[src/rtl/rl_pkg.sv]
package rl_pkg;

    typedef enum logic [0:0] {
        S_IDLE = 1'b0,
        S_RACE = 1'b1
    } race_state_t;

    localparam int DIR_UP   = 0;
    localparam int DIR_LEFT = 1;
    localparam int DIR_DIAG = 2;
    localparam int NUM_DIRS = 3;

    function automatic int max_cost(input int c0, input int c1, input int c2, input int c3);
        int m;
        m = c0;
        if (c1 > m) m = c1;
        if (c2 > m) m = c2;
        if (c3 > m) m = c3;
        return m;
    endfunction

endpackage

[src/rtl/rl_cell.sv]
module rl_cell #(
    parameter int TAPS = 2
) (
    input  logic            clk,
    input  logic            rst_n,
    input  logic            clear,
    input  logic            seed,
    input  logic            en,
    input  logic            mode_max,
    input  logic [2:0]      in_exist,
    input  logic [2:0]      in_arr,
    output logic [TAPS-1:0] tap
);

    logic fired_q;
    logic any_arr;
    logic all_arr;
    logic fire_now;

    always_comb begin
        any_arr  = |(in_arr & in_exist);
        all_arr  = (|in_exist) && ((in_arr | ~in_exist) == 3'b111);
        fire_now = mode_max ? all_arr : any_arr;
    end

    always_ff @(posedge clk or negedge rst_n) begin
        if (!rst_n)     fired_q <= 1'b0;
        else if (clear) fired_q <= seed;
        else if (en)    fired_q <= fired_q | fire_now;
    end

    assign tap[0] = fired_q;

    generate
        if (TAPS > 1) begin : g_hist
            logic [TAPS-2:0] hist_q;
            always_ff @(posedge clk or negedge rst_n) begin
                if (!rst_n) begin
                    hist_q <= '0;
                end else if (clear) begin
                    hist_q <= '0;
                end else if (en) begin
                    hist_q[0] <= fired_q;
                    for (int k = 1; k < TAPS - 1; k++) hist_q[k] <= hist_q[k-1];
                end
            end
            assign tap[TAPS-1:1] = hist_q;
        end
    endgenerate

endmodule

[src/rtl/rl_grid.sv]
module rl_grid
    import rl_pkg::*;
#(
    parameter int N               = 8,
    parameter int C_MATCH         = 1,
    parameter int C_SUB           = 2,
    parameter int C_INS           = 1,
    parameter int C_DEL           = 1,
    parameter int ROWS_PER_REGION = 3,
    parameter bit GATE_REGIONS    = 1'b1,
    parameter int TAPS            = 2
) (
    input  logic           clk,
    input  logic           rst_n,
    input  logic           clear,
    input  logic           mode_max,
    input  logic [2*N-1:0] row_syms,
    input  logic [2*N-1:0] col_syms,
    output logic           origin_fired,
    output logic           corner_fired
);

    localparam int SIDE  = N + 1;
    localparam int NODES = SIDE * SIDE;
    localparam int NREG  = (SIDE + ROWS_PER_REGION - 1) / ROWS_PER_REGION;

    logic [TAPS-1:0] tap [NODES];
    logic [NREG-1:0] reg_any;
    logic [NREG-1:0] reg_settled;
    logic [NREG-1:0] reg_en;

    always_comb begin
        reg_any     = '0;
        reg_settled = '1;
        for (int n = 0; n < NODES; n++) begin
            reg_any[(n / SIDE) / ROWS_PER_REGION]     |= tap[n][0];
            reg_settled[(n / SIDE) / ROWS_PER_REGION] &= tap[n][TAPS-1];
        end
    end

    generate
        for (genvar b = 0; b < NREG; b++) begin : g_region
            if (!GATE_REGIONS) begin : g_free
                assign reg_en[b] = 1'b1;
            end else if (b == 0) begin : g_first
                assign reg_en[b] = !reg_settled[b];
            end else begin : g_next
                assign reg_en[b] = reg_any[b-1] && !reg_settled[b];
            end
        end

        for (genvar i = 0; i < SIDE; i++) begin : g_row
            for (genvar j = 0; j < SIDE; j++) begin : g_col
                logic [2:0] exist;
                logic [2:0] arr;

                if (i > 0) begin : g_up
                    assign exist[DIR_UP] = 1'b1;
                    assign arr[DIR_UP]   = tap[(i-1)*SIDE + j][C_DEL-1];
                end else begin : g_no_up
                    assign exist[DIR_UP] = 1'b0;
                    assign arr[DIR_UP]   = 1'b0;
                end

                if (j > 0) begin : g_left
                    assign exist[DIR_LEFT] = 1'b1;
                    assign arr[DIR_LEFT]   = tap[i*SIDE + j - 1][C_INS-1];
                end else begin : g_no_left
                    assign exist[DIR_LEFT] = 1'b0;
                    assign arr[DIR_LEFT]   = 1'b0;
                end

                if (i > 0 && j > 0) begin : g_diag
                    logic same;
                    assign same           = (row_syms[2*(i-1) +: 2] == col_syms[2*(j-1) +: 2]);
                    assign exist[DIR_DIAG] = 1'b1;
                    assign arr[DIR_DIAG]   = same ? tap[(i-1)*SIDE + j - 1][C_MATCH-1]
                                                  : tap[(i-1)*SIDE + j - 1][C_SUB-1];
                end else begin : g_no_diag
                    assign exist[DIR_DIAG] = 1'b0;
                    assign arr[DIR_DIAG]   = 1'b0;
                end

                rl_cell #(.TAPS(TAPS)) u_cell (
                    .clk      (clk),
                    .rst_n    (rst_n),
                    .clear    (clear),
                    .seed     ((i == 0 && j == 0) ? 1'b1 : 1'b0),
                    .en       (reg_en[i / ROWS_PER_REGION]),
                    .mode_max (mode_max),
                    .in_exist (exist),
                    .in_arr   (arr),
                    .tap      (tap[i*SIDE + j])
                );
            end
        end
    endgenerate

    assign origin_fired = tap[0][0];
    assign corner_fired = tap[NODES-1][0];

endmodule

[src/rtl/race_edit_distance.sv]
module race_edit_distance
    import rl_pkg::*;
#(
    parameter int N               = 8,
    parameter int C_MATCH         = 1,
    parameter int C_SUB           = 2,
    parameter int C_INS           = 1,
    parameter int C_DEL           = 1,
    parameter int ROWS_PER_REGION = 3,
    parameter bit GATE_REGIONS    = 1'b1,
    parameter int SCORE_W         = $clog2(2 * N * max_cost(C_MATCH, C_SUB, C_INS, C_DEL) + 1) + 1
) (
    input  logic               clk,
    input  logic               rst_n,
    input  logic               start,
    input  logic               mode_max,
    input  logic [2*N-1:0]     str_a,
    input  logic [2*N-1:0]     str_b,
    output logic               done,
    output logic [SCORE_W-1:0] score
);

    localparam int TAPS      = max_cost(C_MATCH, C_SUB, C_INS, C_DEL);
    localparam int MAX_SCORE = 2 * N * TAPS;

    race_state_t        state_q, state_d;
    logic [2*N-1:0]     a_q, b_q;
    logic               mode_q;
    logic [SCORE_W-1:0] cnt_q;
    logic               corner_fired;
    logic               origin_fired;

    always_ff @(posedge clk or negedge rst_n) begin
        if (!rst_n) state_q <= S_IDLE;
        else        state_q <= state_d;
    end

    always_comb begin
        state_d = state_q;
        unique case (state_q)
            S_IDLE: if (start) state_d = S_RACE;
            S_RACE: begin
                if (start)             state_d = S_RACE;
                else if (corner_fired) state_d = S_IDLE;
            end
        endcase
    end

    always_ff @(posedge clk or negedge rst_n) begin
        if (!rst_n) begin
            a_q    <= '0;
            b_q    <= '0;
            mode_q <= 1'b0;
            cnt_q  <= '0;
            done   <= 1'b0;
            score  <= '0;
        end else begin
            done <= 1'b0;
            if (start) begin
                a_q    <= str_a;
                b_q    <= str_b;
                mode_q <= mode_max;
                cnt_q  <= '0;
            end else if (state_q == S_RACE) begin
                if (corner_fired) begin
                    done  <= 1'b1;
                    score <= cnt_q;
                end else begin
                    cnt_q <= cnt_q + 1'b1;
                end
            end
        end
    end

    rl_grid #(
        .N               (N),
        .C_MATCH         (C_MATCH),
        .C_SUB           (C_SUB),
        .C_INS           (C_INS),
        .C_DEL           (C_DEL),
        .ROWS_PER_REGION (ROWS_PER_REGION),
        .GATE_REGIONS    (GATE_REGIONS),
        .TAPS            (TAPS)
    ) u_grid (
        .clk          (clk),
        .rst_n        (rst_n),
        .clear        (start),
        .mode_max     (mode_q),
        .row_syms     (a_q),
        .col_syms     (b_q),
        .origin_fired (origin_fired),
        .corner_fired (corner_fired)
    );

endmodule

[config.mk]
export PLATFORM = sky130hd
export DESIGN_NAME = race_edit_distance
export DESIGN_NICKNAME = d
export VERILOG_FILES = /design/src/rtl/rl_pkg.sv /design/src/rtl/rl_cell.sv /design/src/rtl/rl_grid.sv /design/src/rtl/race_edit_distance.sv
export SDC_FILE = /design/constraint.sdc
export NUM_CORES = 1
export LEC_CHECK = 0
export ABC_AREA = 1
export ABC_CLOCK_PERIOD_IN_PS = 3300
export BUFFER_PORTS_ARGS = -buffer_cell sky130_fd_sc_hd__buf_2
export CAP_MARGIN = 20
export CORE_MARGIN = 2
export CORE_UTILIZATION = 58
export CTS_CLUSTER_DIAMETER = 150
export DETAILED_ROUTE_END_ITERATION = 8
export GPL_TIMING_DRIVEN = 0
export PLACE_DENSITY = 0.84
export SETUP_SLACK_MARGIN = 0.4
export SLEW_MARGIN = 0
export SYNTH_ARGS = -nofsm -noshare
export SYNTH_HDL_FRONTEND = slang
export SYNTH_HIERARCHICAL = 1
export SYNTH_SLANG_ARGS = --single-unit
[constraint.sdc]
create_clock -name clk -period 3.3 [get_ports clk]
set_input_delay 0.66 -clock clk [delete_from_list [all_inputs] [get_ports clk]]
set_output_delay 0.66 -clock clk [all_outputs]
set_load 0.02 [all_outputs]
==> results of run 1 <==
## power by group
part	switching (uW)	internal [uW]	total (uW)	leakage (uW)
registers	155	2800	2950	0.00248
logic	1630	1060	2700	0.0105
clock network	1180	1670	2850	0.000427
total	2970	5540	8500	0.0134
## worst max-delay path, delay by kind of cell (launching register included)
kind	cells	cell delay [ns]
and+or+nand+nor	3	1.25
AOI/OAI and AO/OA	2	0.59
DFF	1	0.34
buffers and inverters	1	0.14
## metrics by stage
stage	setup WS [ns]	hold WS [ns]
after global placement	-2.30	0.456
final	0.801	0.159
after floorplan	0.636	0.364
after global routing	0.522	0.238
after CTS	0.845	0.195
after detailed placement	0.623	0.460
## registers in the layout, indices dropped and copies added (netlist names)
| signal | flops |
|---|---|
| u_grid/g_row.g_col.u_cell/fired_q | 81 |
| u_grid/g_row.g_col.u_cell/g_hist.hist_q | 81 |
| a_q | 16 |
| b_q | 16 |
| cnt_q | 7 |
| score | 7 |
| done | 1 |
| mode_q | 1 |
| state_q | 1 |
## how the worst min path moves through the flow
stage               startpoint                                       endpoint  slack, ns  depth (start not counted)
floorplan                rst_n                                         a_q[0]       0.36                          0
global placement       a_q[13]                                        a_q[13]       0.46                          2
detailed placement    score[3]                                       score[3]       0.46                          2
CTS                      rst_n  u_grid/g_row[4].g_col[7].u_cell/g_hist.hist_q       0.20                          1
global route             rst_n        u_grid/g_row[4].g_col[5].u_cell/fired_q       0.24                          1
finish                   rst_n  u_grid/g_row[4].g_col[7].u_cell/g_hist.hist_q       0.16                          1
## layer usage
| metal | vias to the layer above | wire, um |
|---|---|---|
| li1 | 9223 | - |
| met3 | 119 | 2680 |
| met5 | - | 0 |
| met2 | 446 | 22500 |
| met1 | 8000 | 19500 |
| met4 | 0 | 1920 |
## final cells by class
type | count | area [um^2]
Buffer | 203 | 1600
Sequential cell | 211 | 5280
Clock buffer | 36 | 758
Tap cell | 390 | 488
Inverter | 508 | 1910
Timing Repair Buffer | 48 | 354
Fill cell | 2431 | 8030
Multi-Input combinational cell | 2570 | 11300
Clock inverter | 10 | 86.3
## Yosys cell counts, types with 2 or more instances
master,count
nand2_1,1083
inv_1,506
nand3_1,236
nor2_1,212
dfrtp_1,211
buf_4,169
xnor2_1,128
o21ai_0,90
a21oi_1,85
a21oi_2,81
buf_6,26
nand4_1,8
buf_2,4
clkbuf_1,4
nor3_1,4
conb_1,2
nor2_2,2
## placed cells by master, fill, tap and decap left out, types with 2 or more instances in the layout
cell	n
nand2_1	1083
conb_1	637
inv_1	506
nand3_1	235
nor2_1	210
dfrtp_1	210
buf_4	169
xnor2_1	128
o21ai_0	90
a21oi_1	85
a21oi_2	81
buf_2	45
buf_6	27
clkbuf_16	26
clkinv_2	9
nand4_1	8
clkbuf_1	7
clkbuf_8	7
nor3_1	4
nor2_4	3
buf_16	3
nor2_2	2
buf_12	2
## kinds of logic (layout without fill, tap and decap cells)
| logic type | count (synthesis) | after routing | share of synthesized area, % |
|---|---|---|---|
| AOI/OAI and AO/OA | 256 | 256 | 8.97 |
| other | 2 | 637 | 0.0425 |
| and+or+nand+nor | 1548 | 1548 | 34.8 |
| xor gates and xnor gates | 128 | 128 | 6.35 |
| buffers and inverters | 711 | 805 | 19.8 |
| adders and majority gates | 1 | 1 | 0.0708 |
| DFF | 211 | 211 | 29.9 |
==> metrics, run 1 <==
placed cells 3930; Non-Filler Instances 3976; Critical Path Start u_grid/g_row[0].g_col[2].u_cell/g_hist.hist_q; row cnt 63; DP Area 0.0209 mm^2; core area 0.0298 mm^2; startpoint types register; Pleak 0.0134 uW; WS Path Type register to register; Cell Area, Synth 0.0177 mm^2; Setup-failing EPs final 0; CTS tree done; first-pass GRT wire length 78900 um; vias in the first global route 17.4k; starting density of the core 59.3%; r2r setup slk 0.80 ns; Clock Tree Root clkbuf_16; reg2reg start u_grid/g_row[0].g_col[2].u_cell/g_hist.hist_q; gpl congestion 0.833; IO Count 44; First-pass DRT Iterations 5; Worst Tran Pin Value 1.02 ns; Die Height 179 um; Diodes inserted 0; fin crit period 2.50 ns; initial antenna violation count 0; post-CTS setup buffer count 0; gr busiest metal met2; largest cells by area after synthesis dfrtp_1, nand2_1, inv_1; post-synthesis sequential area ratio 29.9%; clk sinks 211; Global Route met1 Usage 37.2%; Peak supply drop 0.420 mV; Critical Path AT 2.88 ns; grt met3 use 3.79%; max_slew headroom 31.8%; PostCTS Resize Cnt 0; DR iter-0 viols 1002; max_cap viols 0; CP Cell Sequence buf_4, nand3_1, nor3_1, nand3_4, o21ai_0, a21oi_1; clock buffer depth 3; Synth cell types 23; Die ar. 0.0319 mm^2; Layout Area Growth over Synthesis 23.2%; Syn. warnings 6; post-synthesis async set-or-reset flop share 100%; cells on worst reg2reg path 6; P per Cell Area 391 mW/mm^2; unrepaired setup endpoints after global routing no; Mean Syn Cell Area 6.18 um^2; Setup Skew 0.0185 ns; f_max 400 MHz; Post-synth EDFFs 0; share of layout cells above drive strength 1 10.6%; Worst EP required 3.68 ns; Final Power 8500 uW; CTS clock-pin slew for the worst setup and hold paths 0.06 ns; final hold viol count 0; IO Port Bufs 43; Min-Delay Path Class primary input to asynchronous set/reset pin; CP endpoint u_grid/g_row[1].g_col[5].u_cell/g_hist.hist_q; area leader, netlist dfrtp_1; die width 179 um; cell area after layout 0.0218 mm^2; Cells after Synth 2857; largest net degree at the start of global routing 117; WL per Instance 11.7 um; period utilization 75.7%; worst r2r dst u_grid/g_row[1].g_col[5].u_cell/g_hist.hist_q; HPWL after DPL 32600 um; Routed Antenna Nets 0; post-layout util 73.0%; Critical Path End Type register; Max stage delay on crit path 0.79 ns; M2 GR Usage 54.6%; post-DR vias/cell 4.47; top-area cell type share of the netlist area 29.9%; Hold-fix buffers, CTS 0; final slew viol count 0; Seq cells post-synth 211; Synth Flop Type dfrtp_1; GR Util All Layers 30.6%; Crit-path slowest cell nand3_4; total global routing overflow 0; final wirelength 46700 um; Fin Setup TNS 0 ns; worst-path fanout max 81; layout net count 3605; CTS HTree Levels 1; outcome complete, no violations; DRC Markers 0; vias 17.8k; worst skew pair latency 0.55 ns; Num CTS Buffers 26
(Power assumes the default switching activity.)
==> run 2, diff against run 1 <==
--- a/config.mk
+++ b/config.mk
@@ -6,7 +6,7 @@
 export NUM_CORES = 1
 export LEC_CHECK = 0
 export ABC_AREA = 1
-export ABC_CLOCK_PERIOD_IN_PS = 3300
+export ABC_CLOCK_PERIOD_IN_PS = 2170
 export BUFFER_PORTS_ARGS = -buffer_cell sky130_fd_sc_hd__buf_2
 export CAP_MARGIN = 20
 export CORE_MARGIN = 2
==> constraint.sdc (replaced) <==
create_clock -name clk -period 2.17 [get_ports clk]
set_input_delay 0.434 -clock clk [delete_from_list [all_inputs] [get_ports clk]]
set_output_delay 0.434 -clock clk [all_outputs]
set_load 0.02 [all_outputs]
==> run 2 against run 1 <==
Compared with the run above: via count is 16% higher; critical path depth increased by 5; total power up 66%; flip-flop and latch count did not move; maximum frequency grew 22%; die area unchanged; core utilization increased by 9.4 points; largest power group is now combinational cells; highest routed layer is now met5.
==> metrics, run 2 (same netlist as run 1, synthesis figures left out) <==
outcome complete, no violations; Min-Delay Path Class primary input to register; WL per Instance 15.3 um (+30%); CTS HTree Levels 1 (unchanged); final hold viol count 0 (unchanged); vias 20.7k (+16%); worst skew pair latency 0.56 ns (about the same); Worst Tran Pin Value 0.682 ns (-0.339 ns); Critical Path AT 2.53 ns (-0.35 ns); DRC Markers 0 (unchanged); final wirelength 62700 um (+34%); max_cap viols 0 (unchanged); f_max 487 MHz (+22%); first-pass GRT wire length 86300 um (+9.4%); Worst EP required 2.64 ns (-1.04 ns); max_slew headroom 54.5% (+23 points); initial antenna violation count 1 (+1); largest net degree at the start of global routing 118 (+0.85%); Critical Path End Type register; post-layout util 82.4% (+9.4 points); Largest regs u_grid/g_row.g_col.u_cell/fired_q x81, u_grid/g_row.g_col.u_cell/g_hist.hist_q x81; post-DR vias/cell 5.04 (+13%); Routed Antenna Nets 0 (unchanged); clock buffer depth 3 (unchanged); r2r setup slk 0.11 ns (-0.69 ns); Peak supply drop 0.591 mV (+41%); final slew viol count 0 (unchanged); DR iter-0 viols 2454 (+140%); worst-path fanout max 7 (-91%); Clock Tree Root clkbuf_16; clk sinks 211 (unchanged); starting density of the core 59.3% (unchanged); period utilization 94.7% (+19 points); Crit-path slowest cell dfrtp_1; cells on worst reg2reg path 11 (+5); HPWL after DPL 31700 um (-2.8%); startpoint types register; share of layout cells above drive strength 1 20.3% (+9.7 points); total global routing overflow 0 (unchanged); most common cell after layout, fill and taps aside nand2_1; First-pass DRT Iterations 9 (+4); CP Cell Sequence buf_6, nor2_1, nand2_1, nor2_1, nand2_1, nor2_4, nor2_4, buf_6, buf_6, bufbuf_16, a21oi_2; Setup Skew 0.0191 ns (+0.000637 ns); Layout Area Growth over Synthesis 39.0%; Non-Filler Instances 4107 (+3.3%); reg2reg start u_grid/g_row[5].g_col[4].u_cell/fired_q; Max stage delay on crit path 0.41 ns (-0.38 ns); Die Height 179 um (unchanged); Die ar. 0.0319 mm^2 (unchanged); fin crit period 2.06 ns (-0.444 ns); Critical Path Start u_grid/g_row[5].g_col[4].u_cell/fired_q; Pleak 0.0144 uW (+7.2%); Diodes inserted 0 (unchanged); layout net count 3735 (+3.6%); placed cells 3933 (+0.076%); P per Cell Area 576 mW/mm^2 (+48%); worst r2r dst u_grid/g_row[6].g_col[5].u_cell/g_hist.hist_q; unrepaired setup endpoints after global routing yes; Num CTS Buffers 26 (unchanged); die width 179 um (unchanged); CTS clock-pin slew for the worst setup and hold paths 0.06 ns (about the same); core area 0.0298 mm^2 (unchanged); Setup-failing EPs final 0 (unchanged); most frequent cells in the layout nand2_1, conb_1, inv_1, nand3_1, buf_4; vias in the first global route 18.9k (+8.8%); IO Count 44 (unchanged); row cnt 63 (unchanged); Fin Setup TNS 0 ns (unchanged); most used cell, CP buf_6; CP endpoint u_grid/g_row[6].g_col[5].u_cell/g_hist.hist_q; CTS tree done; gpl congestion 0.828 (-0.58%); IO Port Bufs 43 (unchanged); GR Util All Layers 33.5% (+2.9 points); WS Path Type register to register
[run 2: cell count changes in the layout (fill, tap and decap cells not counted), moves of 38 or more]
cell / previous run / this run
nand2_1: 1083 / 989
o21ai_0: 90 / 20
nand2_2: 0 / 58
buf_4: 169 / 226
inv_1: 506 / 467
inv_2: 1 / 40
o21ai_2: 0 / 38
[run 2: how the worst min path moves through the flow]
| stage | from | end | slack (ns) | depth (start not counted) |
|---|---|---|---|---|
| 5_1_grt | str_b[1] | b_q[1] | 0.08 | 3 |
| 2_1_floorplan | rst_n | a_q[0] | 0.14 | 0 |
| 3_3_place_gp | score[6] | score[6] | 0.46 | 2 |
| 3_5_place_dp | score[6] | score[6] | 0.47 | 2 |
| 4_1_cts | str_a[7] | a_q[7] | 0.07 | 3 |
| 6_report | str_a[7] | a_q[7] | 0.07 | 3 |
[run 2: per-stage QoR]
stage,instance area [um^2],power (uW),hold slack [ns],setup slack [ns]
floorplan,20100,7640,0.138,0.208
global placement,20800,8310,0.459,-3.59
detailed placement,21000,8510,0.465,-0.221
CTS,23400,13400,0.0683,0.254
global route,24600,14800,0.0825,0.103
finish,24600,14100,0.0689,0.115
[run 2: worst max-delay path: cells and delay by family, from the launching register on]
kind            cells  cell delay, ns
compound gates      1            0.14
buf+inv             4            0.65
flops               1            0.41
simple gates        6            0.76
[run 2: metal layers]
metal | global-route usage [%] | part of all wire (%)
met5 | 0 | 0.021
met2 | 58.4 | 46
met4 | 11.7 | 6.0
met1 | 42.3 | 37
met3 | 4.94 | 11
[run 2: timing repair]
item,in CTS,in global routing
pin swaps,53,94
resized for setup,206,244
cloned,19,9
endpoints found under the hold margin,64,0
hold buffers,1,0
setup buffers,59,39
setup endpoints to repair,163,173
[run 2: final cells by class]
type / count / area [um^2]
clock buffers: 40 / 783
multi-input cells: 2583 / 12500
inverters: 508 / 1910
clock inverters: 7 / 124
well taps: 390 / 488
flip-flops and latches: 211 / 5290
plain buffers: 203 / 1680
fillers: 1750 / 5240
repair buffers: 165 / 1760
[run 2: where the power goes]
group	internal, uW	leakage [uW]	switching (uW)
clock network	2830	0.000442	1860
registers	4260	0.00248	299
logic	1900	0.0115	3000
total	8990	0.0144	5160
